[src/rtl/sup_pkg.sv]
package sup_pkg;
  typedef enum logic [1:0] {
    ST_LOW  = 2'd0,
    ST_HOLD = 2'd1,
    ST_RUN  = 2'd2
  } sup_state_e;

  localparam logic [1:0] WD_SHORT = 2'b00;
  localparam logic [1:0] WD_MID   = 2'b01;
  localparam logic [1:0] WD_LONG  = 2'b10;
  localparam logic [1:0] WD_OFF   = 2'b11;

  localparam int WD_MID_MULT  = 3;
  localparam int WD_LONG_MULT = 7;
endpackage

[src/rtl/sup_thr_reg.sv]
module sup_thr_reg #(
  parameter int LEVELS = 5,
  parameter int W      = 3
) (
  input  logic         clk,
  input  logic         rst_n,
  input  logic [W-1:0] cfg,
  output logic [W-1:0] level
);
  localparam logic [W-1:0] TOP = W'(LEVELS - 1);

  always_ff @(posedge clk or negedge rst_n) begin
    if (!rst_n) level <= '0;
    else        level <= (cfg > TOP) ? TOP : cfg;
  end

  assert_level_in_range_R12: assert property (@(posedge clk) disable iff (!rst_n)
    level <= TOP);
endmodule

[src/rtl/sup_watchdog.sv]
module sup_watchdog
  import sup_pkg::*;
#(
  parameter int UNIT_TICKS = 250
) (
  input  logic       clk,
  input  logic       rst_n,
  input  logic       tick,
  input  logic       run_i,
  input  logic       on_battery,
  input  logic       kick,
  input  logic [1:0] sel,
  output logic       expire
);
  localparam int MAXT = WD_LONG_MULT * UNIT_TICKS;
  localparam int CW   = $clog2(MAXT + 1);

  logic [CW-1:0] cnt;
  logic [CW-1:0] limit_m1;
  logic [1:0]    sel_q;
  logic          active, restart, last;

  always_comb begin
    case (sel)
      WD_SHORT: limit_m1 = CW'(UNIT_TICKS - 1);
      WD_MID:   limit_m1 = CW'(WD_MID_MULT * UNIT_TICKS - 1);
      WD_LONG:  limit_m1 = CW'(MAXT - 1);
      default:  limit_m1 = '0;
    endcase
  end

  assign active  = run_i && !on_battery && (sel != WD_OFF);
  assign restart = kick || (sel != sel_q);
  assign last    = (cnt == limit_m1);
  assign expire  = active && tick && !restart && last;

  always_ff @(posedge clk or negedge rst_n) begin
    if (!rst_n) begin
      sel_q <= WD_OFF;
      cnt   <= '0;
    end else begin
      sel_q <= sel;
      if (!active || restart) cnt <= '0;
      else if (tick)          cnt <= last ? '0 : cnt + 1'b1;
    end
  end

  assert_expire_only_in_run_R6: assert property (@(posedge clk) disable iff (!rst_n)
    expire |-> run_i);
  assert_kick_wins_R7: assert property (@(posedge clk) disable iff (!rst_n)
    kick |=> (cnt == '0));
  assert_battery_idle_R9: assert property (@(posedge clk) disable iff (!rst_n)
    on_battery |=> (cnt == '0));
  assert_battery_no_expire_R9: assert property (@(posedge clk) disable iff (!rst_n)
    on_battery |-> !expire);
endmodule

[src/rtl/sup_hold_fsm.sv]
module sup_hold_fsm
  import sup_pkg::*;
#(
  parameter int HOLD_TICKS = 250
) (
  input  logic clk,
  input  logic rst_n,
  input  logic tick,
  input  logic supply_ok,
  input  logic wd_expire,
  output logic run_o
);
  localparam int CW = $clog2(HOLD_TICKS + 1);
  localparam logic [CW-1:0] LAST = CW'(HOLD_TICKS - 1);

  sup_state_e    state;
  logic [CW-1:0] cnt;

  always_ff @(posedge clk or negedge rst_n) begin
    if (!rst_n) begin
      state <= ST_LOW;
      cnt   <= '0;
    end else if (!supply_ok) begin
      state <= ST_LOW;
      cnt   <= '0;
    end else begin
      case (state)
        ST_LOW: begin
          state <= ST_HOLD;
          cnt   <= '0;
        end
        ST_HOLD: begin
          if (tick) begin
            if (cnt == LAST) begin
              state <= ST_RUN;
              cnt   <= '0;
            end else begin
              cnt <= cnt + 1'b1;
            end
          end
        end
        ST_RUN: begin
          if (wd_expire) begin
            state <= ST_HOLD;
            cnt   <= '0;
          end
        end
        default: begin
          state <= ST_LOW;
          cnt   <= '0;
        end
      endcase
    end
  end

  assign run_o = (state == ST_RUN);

  assert_release_on_tick_R3: assert property (@(posedge clk) disable iff (!rst_n)
    $rose(run_o) |-> $past(tick));
  assert_trip_enters_hold_R10: assert property (@(posedge clk) disable iff (!rst_n)
    (run_o && supply_ok && wd_expire) |=> (state == ST_HOLD && cnt == '0));
endmodule

[src/rtl/rst_supervisor.sv]
module rst_supervisor
  import sup_pkg::*;
#(
  parameter int HOLD_TICKS = 250,
  parameter int THR_LEVELS = 5,
  parameter int THR_W      = 3
) (
  input  logic             clk,
  input  logic             rst_n,
  input  logic             tick,
  input  logic             supply_ok,
  input  logic             on_battery,
  input  logic             wd_kick,
  input  logic [1:0]       wd_sel,
  input  logic [THR_W-1:0] thr_cfg,
  output logic [THR_W-1:0] thr_level,
  output logic             host_rst_pull,
  output logic             bus_enable
);
  logic run, wd_expire;

  sup_hold_fsm #(.HOLD_TICKS(HOLD_TICKS)) u_hold (
    .clk(clk), .rst_n(rst_n), .tick(tick), .supply_ok(supply_ok),
    .wd_expire(wd_expire), .run_o(run)
  );

  sup_watchdog #(.UNIT_TICKS(HOLD_TICKS)) u_wd (
    .clk(clk), .rst_n(rst_n), .tick(tick), .run_i(run),
    .on_battery(on_battery), .kick(wd_kick), .sel(wd_sel), .expire(wd_expire)
  );

  sup_thr_reg #(.LEVELS(THR_LEVELS), .W(THR_W)) u_thr (
    .clk(clk), .rst_n(rst_n), .cfg(thr_cfg), .level(thr_level)
  );

  assign host_rst_pull = !run;
  assign bus_enable    = run;

  assert_low_supply_R4: assert property (@(posedge clk) disable iff (!rst_n)
    !supply_ok |=> host_rst_pull);
  assert_release_needs_supply_R5: assert property (@(posedge clk) disable iff (!rst_n)
    $fell(host_rst_pull) |-> $past(supply_ok));
endmodule

[config.mk]
export PLATFORM = sky130hd
export DESIGN_NAME = rst_supervisor
export DESIGN_NICKNAME = d
export VERILOG_FILES = /design/src/rtl/sup_pkg.sv /design/src/rtl/sup_thr_reg.sv /design/src/rtl/sup_watchdog.sv /design/src/rtl/sup_hold_fsm.sv /design/src/rtl/rst_supervisor.sv
export SDC_FILE = /design/constraint.sdc
export NUM_CORES = 1
export LEC_CHECK = 0
export BUFFER_PORTS_ARGS = -buffer_cell sky130_fd_sc_hd__buf_2
export CORE_MARGIN = 4
export CORE_UTILIZATION = 50
export DETAILED_ROUTE_END_ITERATION = 10
export PLACE_DENSITY_LB_ADDON = 0.15
export SETUP_SLACK_MARGIN = 0.1
export SYNTH_ARGS = -nofsm -noshare
export SYNTH_HDL_FRONTEND = slang
export SYNTH_SLANG_ARGS = --single-unit
[constraint.sdc]
create_clock -name clk -period 2.5 [get_ports clk]
set_input_delay 0.125 -clock clk [delete_from_list [all_inputs] [get_ports clk]]
set_output_delay 0.125 -clock clk [all_outputs]
set_load 0.05 [all_outputs]
# After elaboration in Yosys (flattened, before gate mapping)
# Cells that the tools add are included.
[totals]
regBits = 26
out_inout_bits = 5
[classes]
add_sub_neg = 2
magnitude_cmp = 1
n_eq_ne = 11
muxes = 15
reduce_logical = 16
[op_table]
columns = ["operator", "count"]
rows = [
  ["$mux W11", 3],
  ["$pmux W11 S3", 1],
  ["$mux W8", 4],
  ["$pmux W8 S2", 1],
  ["$add A11 B1 Y11 const B", 1],
  ["$eq A11 B11 Y1", 1],
  ["$add A8 B1 Y8 const B", 1],
  ["$eq A8 B8 Y1 const B", 1],
  ["$mux W2", 4],
  ["$ne A3 B2 Y1 const B", 2],
  ["$pmux W2 S3", 1],
  ["$logic_and A1 B1 Y1", 5],
  ["$eq A2 B1 Y1 const B", 2],
  ["$eq A2 B2 Y1 const B", 2],
  ["$logic_not A1 Y1", 4],
  ["$logic_not A2 Y1", 2],
  ["$gt A3 B3 Y1 const B", 1],
  ["$mux W3", 1],
  ["$ne A3 B3 Y1 const B", 1],
  ["$reduce_and A3 Y1", 1],
  ["$logic_or A1 B1 Y1", 2],
  ["$ne A2 B2 Y1", 1],
  ["$ne A2 B2 Y1 const B", 1],
  ["$reduce_and A2 Y1", 1],
  ["$reduce_bool A2 Y1", 1],
]

# Longest topological paths before layout
[logic_depth]
ltp_word = 9
depth_mapped = 8
mapped_depth_nobuf = 7

# By module
# From an unflattened synthesis, not the netlist that was laid out.
[hier_totals]
cells_unflattened = 169
hier_area_um2 = 1602.8
[by_module_without_submodules]
columns = ["mod", "instances", "cells_per_inst", "area_per_inst_um2", "seq_area_each_um2"]
rows = [
  ["sup_watchdog", 1, 103, 933.4, 327.8],
  ["sup_hold_fsm", 1, 59, 574.3, 250.2],
  ["sup_thr_reg", 1, 6, 91.3, 75.1],
  ["rst_supervisor", 1, 1, 3.8, 0.0],
]

# Worst setup path before layout
# Ideal clock, no wire load.
[synth_path]
kind = "input-to-reg"
from = "input wd_sel[0]"
to = "register u_wd.cnt[3]"
setup_ps = 124
t_arrival_ps = 1834
required_time_ps = 2376
path_slack_ps = 542
stages = 8
path_buffers = 1
path_cell_list = "inv_1 ha_1 xor2_1 or3_1 o311ai_4 buf_6 nor2_1 a211o_1"
[synth_between]
elab_chain_cells = 6
word_cells_on_any_way = 15
cone_classes = "eq/ne: 5; mux: 4; reduce/logical: 6"
[synth_lines]
columns = ["element", "line_no", "rtl"]
rows = [
  ["start: declaration", "rst_supervisor.sv:14", "input logic [1:0] wd_sel,"],
  ["$eq A2 B2 Y1, or another cell as far along", "sup_watchdog.sv:24", "case (sel)"],
  ["$pmux W11 S3", "sup_watchdog.sv:24", ""],
  ["$eq A11 B11 Y1", "sup_watchdog.sv:34", "assign last = (cnt == limit_m1);"],
  ["$mux W11 (2 in a row)", "sup_watchdog.sv:44", "else if (tick) cnt <= last ? '0 : cnt + 1'b1;"],
  ["$mux W11", "sup_watchdog.sv:43", "if (!active || restart) cnt <= '0;"],
  ["end signal: assignment", "sup_watchdog.sv:44", ""],
  ["end: declaration", "sup_watchdog.sv:18", "logic [CW-1:0] cnt;"],
]
# Several ways; a longest one is shown, not always the timed one. The select of a mux whose other input is x is not followed.
# A chain may end at the register's enable or synchronous reset.

# Final worst setup path
[layout_path]
from = "register u_wd.cnt[6]"
to = "register u_wd.cnt[6]"
[layout_between]
elab_chain_cells = 4
word_cells_on_any_way = 5
cone_classes = "add/sub: 1; eq/ne: 1; mux: 3"
[layout_lines]
columns = ["element", "line_no"]
rows = [
  ["$add A11 B1 Y11 or $eq A11 B11 Y1 (tied branches)", "sup_watchdog.sv:44, sup_watchdog.sv:34"],
  ["$mux W11 (*) (2 in a row)", "sup_watchdog.sv:44"],
  ["$mux W11 (*)", "sup_watchdog.sv:43"],
]
# Mark *: on every way between the ends. The rest lies on a longest branch, timed or not. The select of a mux whose other input is x is not followed.

==> impl_results.md <==
* Final Skew at 0.00747 ns
* Placement Setup Slack at 0.160 ns
* Worst-Margin Slew at 0.598 ns
* Initial Util at 53.0%
* Area grow syn2layout at 8.97%
* Startpoint Class: flip-flop
* Avg WL per Cell at 14.3 um
* Ranking of synthesized cells by area: dfrtp_1 (37%), ha_1 (5.3%), dfstp_2 (3.2%)
* Crit path max fanout at 9
* Setup TNS at 0 ns
* Die height at 65.4 um
* Total grt overflow at 0
* Max-slew headroom at 60.2%
* Die Wd at 65.4 um
* Most frequent cells in the layout: dfrtp_1 (24), buf_2 (15), nand2_1 (12)
* CP required at 2.73 ns
* Die area at roughly 4300 um2
* Worst Hold Path EP: u_thr.level[0]$_DFF_PN0_
* Largest net degree at the start of global routing at 27
* Max cap viols at 0
* Commonest non-fill, non-tap cell in the layout: dfrtp_1
* Detailed Place HPWL at 2.28 mm
* ANT cells at 0
* First-pass GRT wire length at 5.53 mm
* VDD IR-drop max at 0.182 mV
* CP delay by family, top: compound AO/OA/AOI/OAI gates
* Status: finished clean
* CP Launch Point: u_wd.cnt[6]$_DFFE_PN0P_
* CP Depth at 6
* Count of final hold-check violations at 0
* Placeable Area at 3100 um2
* Global placer's final weighted congestion at between 0.8 and 0.9
* Vias in the first global route at 1203
* Total length of routed wires at 3.22 mm
* Hold Path Stages at 2
* Pwr/cell area at 404 nW/um2
* Setup violations, final at 0
* Number of core rows at 20
* Vias per cell at 5.76
* Layout cells sized above 1 at a little under a fifth
* Final period util at 88.2%
* Root Driver: clkbuf_4
* Drt drc at 0
* R2R Path End: u_wd.cnt[6]$_DFFE_PN0P_
* Synth area leader: dfrtp_1
* Max incr delay on CP at 0.50 ns
* Ys async rst share at between 90% and 100%
* GRT Total Usage at approximately 16%
* Slew Viols, Final at 0
* Clk_lat worst skew at 0.32 ns
* Main synth FF type: dfrtp_1
* Max Root-Sink Buffers at 2
* Fmax at 454 MHz
* Seq/Total Area, Yosys at approximately 40%
* Worst Slack Setup Final at 0.295 ns
* Tmin final at 2.20 ns
* Hold_ws at 0.0124 ns
* CP Data Arrival Time at 2.43 ns
* Initial detailed-routing violation count at 122
* Top-area cell type share of the netlist area at ~37%
* Synth unique cells at 51
* Unrepaired setup endpoints after global routing: false
* Number of iterations in the first detailed-routing pass at 4
* R2r setup slk at 0.30 ns
* Cell Chain, Critical Path: nor4b_1 -> o2111ai_1 -> o311ai_4 -> buf_4 -> nor2_1 -> a211o_1
* Crit end category: flip-flop
* Final nets at 200
* Mapped Cells at 166
* Routed Antenna Nets at 0
* Setup CP Type: flip-flop to flip-flop
* Synth Warn # at 0
* Static Leakage at about 0.83 nW
* Critical path's slowest cell: o311ai_4
* R2R depth at 6
* Hold path start: thr_cfg[0]
* CTS tree: built
* Top Ports at 16
* Worst path bufs/invs at 1
* Initial antenna violation count at 0
* Clock slew at reported path FFs at 0.15 ns
* Post-synthesis cell area at about 1600 um2
* Register bit total from synthesis at 26
* Total CTS buffers at 3
* # H-tree levels at 1
* R2R Path Start: u_wd.cnt[6]$_DFFE_PN0P_
* Input/output buffers at 15
* Number of synthesized flops with an enable pin at 0
* Post CTS Setup Buffer Count at 0
* Hold crit path type: primary input to flip-flop
* Sink Count at 26
* Syn avg cell area at 9.91 um2
* Net Count, Synth at 184
* Total number of vias at about 1.3k
[how the worst max path moves through the flow]
stage | endpoint | slack, ns
2_1_floorplan | u_wd.cnt[3]$_DFFE_PN0P_ | 0.54
6_report | u_wd.cnt[6]$_DFFE_PN0P_ | 0.30
5_1_grt | u_wd.cnt[2]$_DFFE_PN0P_ | 0.19
4_1_cts | u_wd.cnt[6]$_DFFE_PN0P_ | 0.32
3_5_place_dp | u_wd.cnt[6]$_DFFE_PN0P_ | 0.16
3_3_place_gp | u_wd.cnt[4]$_DFFE_PN0P_ | 0.22
[stage by stage]
stage / std cells / utilization [%] / cell area [um2] / power, mW
floorplan: 166 / - / 1650 / 0.483
global placement: 217 / 55.3 / 1720 / 0.506
detailed placement: 217 / 55.3 / 1720 / 0.509
CTS: 225 / 57.8 / 1790 / 0.732
global route: 225 / 57.8 / 1790 / 0.759
finish: 225 / 57.8 / 1790 / 0.724
[worst register-to-register path, delay by kind of cell (launching register included)]
kind	cells	cell delay (ns)
AOI/OAI and AO/OA	3	1.01
DFF	1	0.48
and+or+nand+nor	2	0.37
buffers and inverters	1	0.24
[cell families (layout without fill, tap and decap cells)]
| kind of cell | after synthesis | in the layout | share of synthesized area, % |
|---|---|---|---|
| AOI/OAI and AO/OA | 42 | 42 | 20.5 |
| xor gates and xnor gates | 6 | 6 | 3.19 |
| adders and majority gates | 7 | 7 | 5.32 |
| buffers and inverters | 16 | 31 | 5.63 |
| DFF | 26 | 26 | 39.7 |
| muxes | 3 | 3 | 1.83 |
| and+or+nand+nor | 66 | 66 | 23.8 |
[synthesized netlist by cell type (2+ instances only)]
cell	n
a21o_1	4
a21oi_1	3
xnor2_1	2
o21ai_0	6
a22o_1	4
a221o_1	2
clkbuf_1	4
and2b_2	2
and2_2	2
inv_1	7
o31ai_1	2
dfstp_2	2
nand2_1	12
clkbuf_8	2
nand3_1	6
and4b_1	2
dfrtp_1	24
nor2_1	11
ha_1	7
nor3_1	8
mux2i_1	3
or3_1	3
nor2b_1	4
a31oi_1	4
o2bb2ai_1	3
xor2_1	4
a211o_1	6
nor3b_1	3
and3_1	2
[area by class of cell]
| class | instances | area, um2 |
|---|---|---|
| clock buffer | 4 | 36.3 |
| fill | 285 | 1310 |
| inverter | 7 | 26.3 |
| multi-input combinational | 124 | 900 |
| sequential | 26 | 653 |
| tap | 44 | 55.1 |
| timing repair buffer | 20 | 123 |
[layer usage]
layer | track usage [%] | wire, um
met1 | 23.3 | 1610
met2 | 25.8 | 1430
met3 | 2.22 | 162
met4 | 4.66 | 21
met5 | 0 | 0
[power by group]
group | internal (mW) | leakage, nW | switching [mW]
registers | 0.428 | 0.349 | 0.00375
clock network | 0.0890 | 0.0210 | 0.131
logic | 0.0273 | 0.461 | 0.0461
total | 0.544 | 0.831 | 0.180
[sequential cells by signal, indices dropped and copies added, names as in the netlist]
register      cells
u_wd.sel_q        2
u_hold.state      2
u_wd.cnt         11
u_thr.level       3
u_hold.cnt        8
[repair_timing]
item                      CTS  global route
hold endpoints to repair   29             0
resized for setup           0             0
hold buffers                4             0
Power figures use the tool's default switching activity.
